===== src/rtl/fma_sc_pkg.sv =====
package fma_sc_pkg;

    localparam int WORD_W = 64;
    localparam int EXP_W  = 11;
    localparam int FRAC_W = WORD_W - EXP_W - 1;
    localparam int NUM_OPS = 3;

    typedef enum logic [2:0] {
        FC_ZERO,
        FC_SUB,
        FC_NORM,
        FC_INF,
        FC_QNAN,
        FC_SNAN
    } fp_class_e;

    typedef struct packed {
        logic              sign;
        fp_class_e         cls;
        logic [WORD_W-1:0] bits;
    } fp_opnd_t;

    typedef struct packed {
        logic              hit;
        logic              invalid;
        logic [WORD_W-1:0] value;
    } spec_out_t;

    function automatic fp_class_e classify(input logic [WORD_W-1:0] w);
        logic [EXP_W-1:0]  e;
        logic [FRAC_W-1:0] f;
        e = w[WORD_W-2 -: EXP_W];
        f = w[FRAC_W-1:0];
        if (e == '0)
            return (f == '0) ? FC_ZERO : FC_SUB;
        else if (e == '1) begin
            if (f == '0)
                return FC_INF;
            return f[FRAC_W-1] ? FC_QNAN : FC_SNAN;
        end
        return FC_NORM;
    endfunction

    function automatic logic [WORD_W-1:0] quieten(input logic [WORD_W-1:0] w);
        logic [WORD_W-1:0] q;
        q = w;
        q[FRAC_W-1] = 1'b1;
        return q;
    endfunction

    function automatic logic [WORD_W-1:0] make_inf(input logic s);
        return {s, {EXP_W{1'b1}}, {FRAC_W{1'b0}}};
    endfunction

    function automatic logic [WORD_W-1:0] make_zero(input logic s);
        return {s, {(WORD_W-1){1'b0}}};
    endfunction

    function automatic logic is_finite_nz(input fp_class_e c);
        return (c == FC_SUB) || (c == FC_NORM);
    endfunction

endpackage


===== src/rtl/fsr_classify.sv =====
module fsr_classify
    import fma_sc_pkg::*;
(
    input  logic [WORD_W-1:0] word_in,
    output fp_opnd_t          opnd_out
);
    always_comb begin
        opnd_out.sign = word_in[WORD_W-1];
        opnd_out.cls  = classify(word_in);
        opnd_out.bits = word_in;
    end
endmodule


===== src/rtl/fsr_nan_select.sv =====
module fsr_nan_select
    import fma_sc_pkg::*;
(
    input  fp_opnd_t  ops [NUM_OPS],
    output spec_out_t nan_out
);
    logic [NUM_OPS-1:0] is_snan;
    logic [NUM_OPS-1:0] is_qnan;

    for (genvar i = 0; i < NUM_OPS; i++) begin : g_flag
        assign is_snan[i] = (ops[i].cls == FC_SNAN);
        assign is_qnan[i] = (ops[i].cls == FC_QNAN);
    end

    always_comb begin
        nan_out = '0;
        // quiet NaNs first so that a signaling NaN overrides them;
        // within each kind scan from last to first so index 0 wins
        for (int i = NUM_OPS - 1; i >= 0; i--) begin
            if (is_qnan[i] && (is_snan == '0)) begin
                nan_out.hit     = 1'b1;
                nan_out.invalid = 1'b0;
                nan_out.value   = ops[i].bits;
            end
        end
        for (int i = NUM_OPS - 1; i >= 0; i--) begin
            if (is_snan[i]) begin
                nan_out.hit     = 1'b1;
                nan_out.invalid = 1'b1;
                nan_out.value   = quieten(ops[i].bits);
            end
        end
    end
endmodule


===== src/rtl/fsr_value_rules.sv =====
module fsr_value_rules
    import fma_sc_pkg::*;
#(
    parameter logic [WORD_W-1:0] DEFAULT_NAN  = 64'h7FF8_0000_0000_0000,
    parameter logic [1:0]        RM_DOWN_CODE = 2'b11
) (
    input  fp_opnd_t   opnd_z,
    input  fp_opnd_t   opnd_x,
    input  fp_opnd_t   opnd_y,
    input  logic       negate,
    input  logic [1:0] rmode,
    output spec_out_t  rule_out
);
    logic prod_sign;
    logic x_inf, y_inf, x_zero, y_zero, z_inf, z_zero;

    always_comb begin
        prod_sign = opnd_x.sign ^ opnd_y.sign ^ negate;
        x_inf  = (opnd_x.cls == FC_INF);
        y_inf  = (opnd_y.cls == FC_INF);
        x_zero = (opnd_x.cls == FC_ZERO);
        y_zero = (opnd_y.cls == FC_ZERO);
        z_inf  = (opnd_z.cls == FC_INF);
        z_zero = (opnd_z.cls == FC_ZERO);

        rule_out = '0;
        if ((x_inf && y_zero) || (x_zero && y_inf)) begin
            rule_out.hit     = 1'b1;
            rule_out.invalid = 1'b1;
            rule_out.value   = DEFAULT_NAN;
        end else if (x_inf || y_inf) begin
            rule_out.hit = 1'b1;
            if (z_inf && (opnd_z.sign != prod_sign)) begin
                rule_out.invalid = 1'b1;
                rule_out.value   = DEFAULT_NAN;
            end else begin
                rule_out.value = make_inf(prod_sign);
            end
        end else if (z_inf) begin
            rule_out.hit   = 1'b1;
            rule_out.value = opnd_z.bits;
        end else if (x_zero || y_zero) begin
            rule_out.hit = 1'b1;
            if (z_zero && (opnd_z.sign != prod_sign))
                rule_out.value = make_zero(rmode == RM_DOWN_CODE);
            else
                rule_out.value = opnd_z.bits;
        end
    end
endmodule


===== src/rtl/fma_special_resolver.sv =====
module fma_special_resolver
    import fma_sc_pkg::*;
#(
    parameter logic [WORD_W-1:0] DEFAULT_NAN  = 64'h7FF8_0000_0000_0000,
    parameter logic [1:0]        RM_DOWN_CODE = 2'b11
) (
    input  logic [63:0] op_z,
    input  logic [63:0] op_x,
    input  logic [63:0] op_y,
    input  logic        neg_prod,
    input  logic [1:0]  rnd_mode,
    output logic        spec_valid,
    output logic [63:0] spec_result,
    output logic        spec_invalid
);
    logic [WORD_W-1:0] raw_ops [NUM_OPS];
    fp_opnd_t          opnds   [NUM_OPS];
    spec_out_t         nan_res;
    spec_out_t         rule_res;
    spec_out_t         final_res;

    // index order sets NaN priority: z, x, y
    assign raw_ops[0] = op_z;
    assign raw_ops[1] = op_x;
    assign raw_ops[2] = op_y;

    for (genvar i = 0; i < NUM_OPS; i++) begin : g_cls
        fsr_classify u_cls (
            .word_in  (raw_ops[i]),
            .opnd_out (opnds[i])
        );
    end

    fsr_nan_select u_nan (
        .ops     (opnds),
        .nan_out (nan_res)
    );

    fsr_value_rules #(
        .DEFAULT_NAN  (DEFAULT_NAN),
        .RM_DOWN_CODE (RM_DOWN_CODE)
    ) u_rules (
        .opnd_z   (opnds[0]),
        .opnd_x   (opnds[1]),
        .opnd_y   (opnds[2]),
        .negate   (neg_prod),
        .rmode    (rnd_mode),
        .rule_out (rule_res)
    );

    assign final_res = nan_res.hit ? nan_res : rule_res;

    assign spec_valid   = final_res.hit;
    assign spec_result  = final_res.value;
    assign spec_invalid = final_res.invalid;
endmodule


===== config.mk =====
export PLATFORM = sky130hd
export DESIGN_NAME = fma_special_resolver
export DESIGN_NICKNAME = d
export VERILOG_FILES = /design/src/rtl/fma_sc_pkg.sv /design/src/rtl/fsr_classify.sv /design/src/rtl/fsr_nan_select.sv /design/src/rtl/fsr_value_rules.sv /design/src/rtl/fma_special_resolver.sv
export SDC_FILE = /design/constraint.sdc
export NUM_CORES = 1
export LEC_CHECK = 0
export BUFFER_PORTS_ARGS = -buffer_cell sky130_fd_sc_hd__buf_4
export CORE_MARGIN = 4
export CORE_UTILIZATION = 54
export DETAILED_ROUTE_END_ITERATION = 12
export PLACE_DENSITY = 0.95
export SLEW_MARGIN = 30
export SYNTH_ARGS = -nofsm -noshare
export SYNTH_HDL_FRONTEND = slang
export SYNTH_HIERARCHICAL = 1
export SYNTH_SLANG_ARGS = --single-unit

===== constraint.sdc =====
create_clock -name vclk -period 7.7
set_input_delay 0.77 -clock vclk [all_inputs]
set_output_delay 0.77 -clock vclk [all_outputs]
set_load 0.05 [all_outputs]

==> results.sh, run 1 <==
export IMPL_status="finished, final reports clean"
export IMPL_period_share_pct=71.3
export IMPL_setup_viol=0
export IMPL_synthToLayoutAreaGrowth_pct=7.95
export IMPL_drive_gt1_share_pct=62.1
export IMPL_coreArea_um2=10300
export IMPL_hold_class="primary input to output port"
export IMPL_totalWireLength_um=18100
export IMPL_yosysUniqueCellTypes=51
export IMPL_max_freq_mhz=182
export IMPL_postCtsHoldBufs=0
export IMPL_arrival_ns=4.72
export IMPL_yosysMostFrequentCell="buf_4"
export IMPL_dr_pass1_iters=5
export IMPL_synth_nets=893
export IMPL_syn_area_um2=5730
export IMPL_p_leak_uw=0.00253
export IMPL_numPortBuffers=261
export IMPL_viasPerCell=6.10
export IMPL_start_util_pct=55.5
export IMPL_die_w_um=111
export IMPL_synthTopCellsByArea="buf_4 26%, a22oi_2 13%, mux2_4 10%, o2bb2ai_1 9.5%, mux2_2 5.1%"
export IMPL_critPathMaxFanout=27
export IMPL_worst_slew_pin_slew_ns=0.973
export IMPL_grt_pass1_wl_um=28000
export IMPL_overflow=0
export IMPL_synth_common_cells="196 x buf_4, 68 x nor2_1, 62 x o2bb2ai_1, 60 x a22oi_2, 40 x mux2_4"
export IMPL_die_area_um2=12300
export IMPL_postLayoutCellArea_um2=6180
export IMPL_grt_usage_pct=27.2
export IMPL_slew_violations=0
export IMPL_dp_hpwl_um=14900
export IMPL_cellPowerDensity_nw_per_um2=22.1
export IMPL_layout_nets=927
export IMPL_dp_worst_setup_slack_ns=2.25
export IMPL_worstSetupPathType="primary input to output port"
export IMPL_num_clock_buffers=0
export IMPL_ant_nets=0
export IMPL_dr_total_vias=5282
export IMPL_wl_met3_um=1180
export IMPL_synth_seq_area_share_pct=0
export IMPL_critPathLaunch="op_x[10]"
export IMPL_route_met2_wl_um=8770
export IMPL_cts_repair_resized=0
export IMPL_start_kind="primary input"
export IMPL_nFlopsAndLatches=0
export IMPL_wl_met1_um=7430
export IMPL_yosysTopAreaCell="buf_4"
export IMPL_drt_iter0_drc=550
export IMPL_antenna_found_initial=0
export IMPL_drc=0
export IMPL_hold_viol=0
export IMPL_gp_congestion=0.960
export IMPL_maxSlewHeadroom_pct=35.1
export IMPL_layout_cells_non_filler=866
export IMPL_postSynthAreaPerCell_um2=8.21
export IMPL_seqCellArea_um2=0
export IMPL_num_antenna_cells=0
export IMPL_max_cap_violations=0
export IMPL_row_count=37
export IMPL_dieHeight_um=111
export IMPL_setup_tns_ns=0
export IMPL_grt_pass1_vias=5324
export IMPL_fin_ws_ns=2.21
export IMPL_rsz0062_at_grt="false"
export IMPL_place_area_um2=6170
export IMPL_cts_setup_buffers=0
export IMPL_avgRoutedWirePerCell_um=20.9
export IMPL_yosysTopAreaCellShare_pct=25.7
export IMPL_grt_max_degree=52
export IMPL_placed_cells=865
export IMPL_cp_data_required_time_ns=6.93
export IMPL_layout_min_cycle_time_ns=5.49
export IMPL_syn_inst=698
export IMPL_num_io_pins=261
export IMPL_setup_worst_path_end_class="output port"
export IMPL_yosys_warnings=6
export IMPL_routed_top_layer="met4"
export IMPL_ir_drop_mv=0.0248
export IMPL_critPathCapture="spec_result[39]"
-- through the flow --
step	total power [uW]	utilization (%)	hold slack (ns)
floorplan	98.3	-	1.95
global placement	133	59.6	2.06
detailed placement	135	59.8	2.06
CTS	136	59.8	2.06
global route	145	59.9	2.08
finish	137	59.9	2.05
-- cells in the final DEF, fill, tap and decap left out, drive strengths merged, types with 2 or more instances in the layout --
| cell | Yosys | final |
|---|---|---|
| nor4bb | 2 | 2 |
| or3b | 2 | 2 |
| nor3b | 2 | 2 |
| o2bb2ai | 62 | 62 |
| a22oi | 62 | 62 |
| nor4 | 49 | 49 |
| inv | 3 | 3 |
| a31o | 2 | 2 |
| o311a | 2 | 2 |
| and2 | 52 | 52 |
| o21a | 4 | 4 |
| o31ai | 2 | 2 |
| buf | 224 | 269 |
| nand2b | 4 | 4 |
| nand2 | 7 | 7 |
| a21o | 12 | 12 |
| nand3 | 10 | 10 |
| nor2 | 68 | 68 |
| o22ai | 4 | 4 |
| mux2 | 66 | 66 |
| nor3 | 9 | 9 |
| nor2b | 3 | 3 |
| nand3b | 5 | 5 |
| nand4 | 14 | 14 |
| o21ai | 2 | 2 |
-- cell type report --
| class | count | area (um2) |
|---|---|---|
| fillers | 896 | 4140 |
| well taps | 136 | 170 |
| repair buffers | 269 | 2050 |
| inverters | 3 | 11.3 |
| multi-input cells | 458 | 3960 |
-- critical path, stage by stage --
cell	delay [ns]
buf_4	0.11
nor4_1	0.58
nand4_1	0.18
nor4_2	0.41
o22ai_1	0.27
nand2_1	0.16
o22ai_1	0.31
buf_4	0.29
nor3_4	0.67
buf_4	0.39
and2_2	0.19
mux2_4	0.14
buf_4	0.19
-- routing by layer --
| metal | GRT usage, % | vias up |
|---|---|---|
| met4 | 8.54 | 0 |
| met1 | 34.6 | 2455 |
| li1 | - | 2475 |
| met5 | 0 | - |
| met3 | 2.89 | 52 |
| met2 | 47.8 | 300 |
-- worst min-delay path by stage --
stage | from | end | slack, ns | cells after the start
2_1_floorplan | op_z[51] | spec_result[51] | 1.95 | 3
3_3_place_gp | op_z[19] | spec_result[19] | 2.06 | 4
3_5_place_dp | op_z[28] | spec_result[28] | 2.06 | 4
4_1_cts | op_z[28] | spec_result[28] | 2.06 | 4
5_1_grt | op_z[47] | spec_result[47] | 2.08 | 4
6_report | op_z[28] | spec_result[28] | 2.05 | 4
-- power breakdown --
group	total (uW)	switching [uW]	internal (uW)
clock network	0	0	0
registers	0	0	0
logic	137	62.2	74.6
total	137	62.2	74.6
-- kinds of logic after synthesis --
group | share of synthesized area [%]
and+or+nand+nor | 24.6
buffers and inverters | 31.4
xor gates and xnor gates | 0.415
AOI/OAI and AO/OA | 27.8
muxes | 15.8
(Power assumes the default switching activity.)
==> inputs of run 2 (changes only) <==
--- a/config.mk
+++ b/config.mk
@@ -7,9 +7,9 @@
 export LEC_CHECK = 0
 export BUFFER_PORTS_ARGS = -buffer_cell sky130_fd_sc_hd__buf_4
 export CORE_MARGIN = 4
-export CORE_UTILIZATION = 54
+export CORE_UTILIZATION = 46
 export DETAILED_ROUTE_END_ITERATION = 12
-export PLACE_DENSITY = 0.95
+export PLACE_DENSITY = 0.89
 export SLEW_MARGIN = 30
 export SYNTH_ARGS = -nofsm -noshare
 export SYNTH_HDL_FRONTEND = slang
==> constraint.sdc (replaced) <==
create_clock -name vclk -period 4.55
set_input_delay 0.455 -clock vclk [all_inputs]
set_output_delay 0.455 -clock vclk [all_outputs]
set_load 0.05 [all_outputs]
==> results.sh, run 2 (synthesis results as in run 1) <==
export IMPL_die_area_um2=14300
export IMPL_layout_common_cells="269 x buf_4, 68 x nor2_1, 62 x o2bb2ai_1"
export IMPL_avgRoutedWirePerCell_um=20.0
export IMPL_cts_setup_buffers=0
export IMPL_maxSlewHeadroom_pct=51.3
export IMPL_nFlopsAndLatches=0
export IMPL_layout_min_cycle_time_ns=4.01
export IMPL_drc=0
export IMPL_status="finished, final reports clean"
export IMPL_ir_drop_mv=0.0234
export IMPL_num_antenna_cells=0
export IMPL_slowest_stage="nor4_1"
export IMPL_dp_hpwl_um=14700
export IMPL_critical_path_top_delay_family="simple AND/OR/NAND/NOR gates"
export IMPL_ant_nets=0
export IMPL_cts_repair_resized=0
export IMPL_max_cap_violations=0
export IMPL_num_io_pins=261
export IMPL_slew_violations=0
export IMPL_start_kind="primary input"
export IMPL_hold_viol=0
export IMPL_p_switching_uw=101
export IMPL_crit_path_cell_trace="buf_4 -> nor4_1 -> nand2_2 -> nor4_2 -> o21a_1 -> nand2b_1 -> a31o_4 -> buf_12 -> a22oi_2 -> o2bb2ai_1 -> mux2_4 -> buf_4"
export IMPL_antenna_found_initial=0
export IMPL_fillers=1161
export IMPL_hold_class="primary input to output port"
export IMPL_viasPerCell=5.82
export IMPL_p_comb_share_pct=100.0
export IMPL_slowest_delay_ns=0.47
export IMPL_numPortBuffers=261
export IMPL_power_uw=228
export IMPL_intPower_uw=126
export IMPL_cp_common_cell="buf_4"
export IMPL_max_freq_mhz=249
export IMPL_start_util_pct=47.3
export IMPL_pwr_share_seq_pct=0
export IMPL_setup_viol=0
export IMPL_worstHoldPathCells=4
export IMPL_synthToLayoutAreaGrowth_pct=9.89
export IMPL_dr_pass1_iters=7
export IMPL_drive_gt1_share_pct=62.3
export IMPL_worst_slew_pin_slew_ns=0.731
export IMPL_die_w_um=120
export IMPL_dr_total_vias=5256
export IMPL_fin_util_pct=52.0
export IMPL_cp_num_buf_inv=3
export IMPL_arrival_ns=3.56
export IMPL_row_count=40
export IMPL_layout_nets=932
export IMPL_setup_tns_ns=0
export IMPL_cellPowerDensity_nw_per_um2=36.2
export IMPL_gp_congestion=0.963
export IMPL_postCtsHoldBufs=0
export IMPL_coreArea_um2=12100
export IMPL_cp_data_required_time_ns=4.09
export IMPL_period_share_pct=88.1
export IMPL_power_share_clock_pct=0
export IMPL_p_leak_uw=0.00257
export IMPL_dieHeight_um=120
export IMPL_seqCellArea_um2=0
export IMPL_swShare_pct=44.5
export IMPL_critPathMaxFanout=62
export IMPL_setup_worst_path_end_class="output port"
export IMPL_layout_commonest_cell="buf_4"
export IMPL_cp_num_cells=12
export IMPL_totalWireLength_um=18100
export IMPL_grt_usage_pct=23.2
export IMPL_num_clock_buffers=0
export IMPL_grt_pass1_vias=5055
export IMPL_worstSetupPathType="primary input to output port"
export IMPL_drt_iter0_drc=363
export IMPL_grt_pass1_wl_um=27400
export IMPL_overflow=0
export IMPL_rsz0062_at_grt="false"
export IMPL_grt_max_degree=63
-- run 2: stage by stage --
stage	cell area, um2	hold slack, ns	setup WS (ns)	cells
global route	6300	1.45	0.356	903
finish	6300	1.43	0.539	903
global placement	6300	1.42	0.551	903
floorplan	5730	1.32	1.26	698
detailed placement	6300	1.43	0.522	903
CTS	6300	1.43	0.519	903
-- run 2: final timing paths --
check / from / to / slack, ns
hold / removal: op_z[61] / spec_result[61] / 1.43
setup / recovery: op_z[14] / spec_result[33] / 0.54
-- run 2: final cells by class --
class                           count  area [um2]  area share (%)
Tap cell                          168         210            3.34
Multi-Input combinational cell    458        3960            62.8
Timing Repair Buffer              274        2120            33.7
Inverter                            3        11.3           0.179
-- run 2: power by group through the flow --
| stage | logic, uW | clock network (uW) | registers, uW |
|---|---|---|---|
| finish | 228 | 0 | 0 |
| global route | 244 | 0 | 0 |
| CTS | 227 | 0 | 0 |
| detailed placement | 227 | 0 | 0 |
| global placement | 222 | 0 | 0 |
| floorplan | 166 | 0 | 0 |
-- run 2: per-layer routing --
| metal | global-route usage [%] | up-vias | part of all wire [%] |
|---|---|---|---|
| met2 | 42.8 | 254 | 51 |
| li1 | - | 2480 | - |
| met3 | 4.67 | 32 | 8.2 |
| met5 | 0 | - | 0 |
| met1 | 28.0 | 2490 | 39 |
| met4 | 4.15 | 0 | 2.0 |
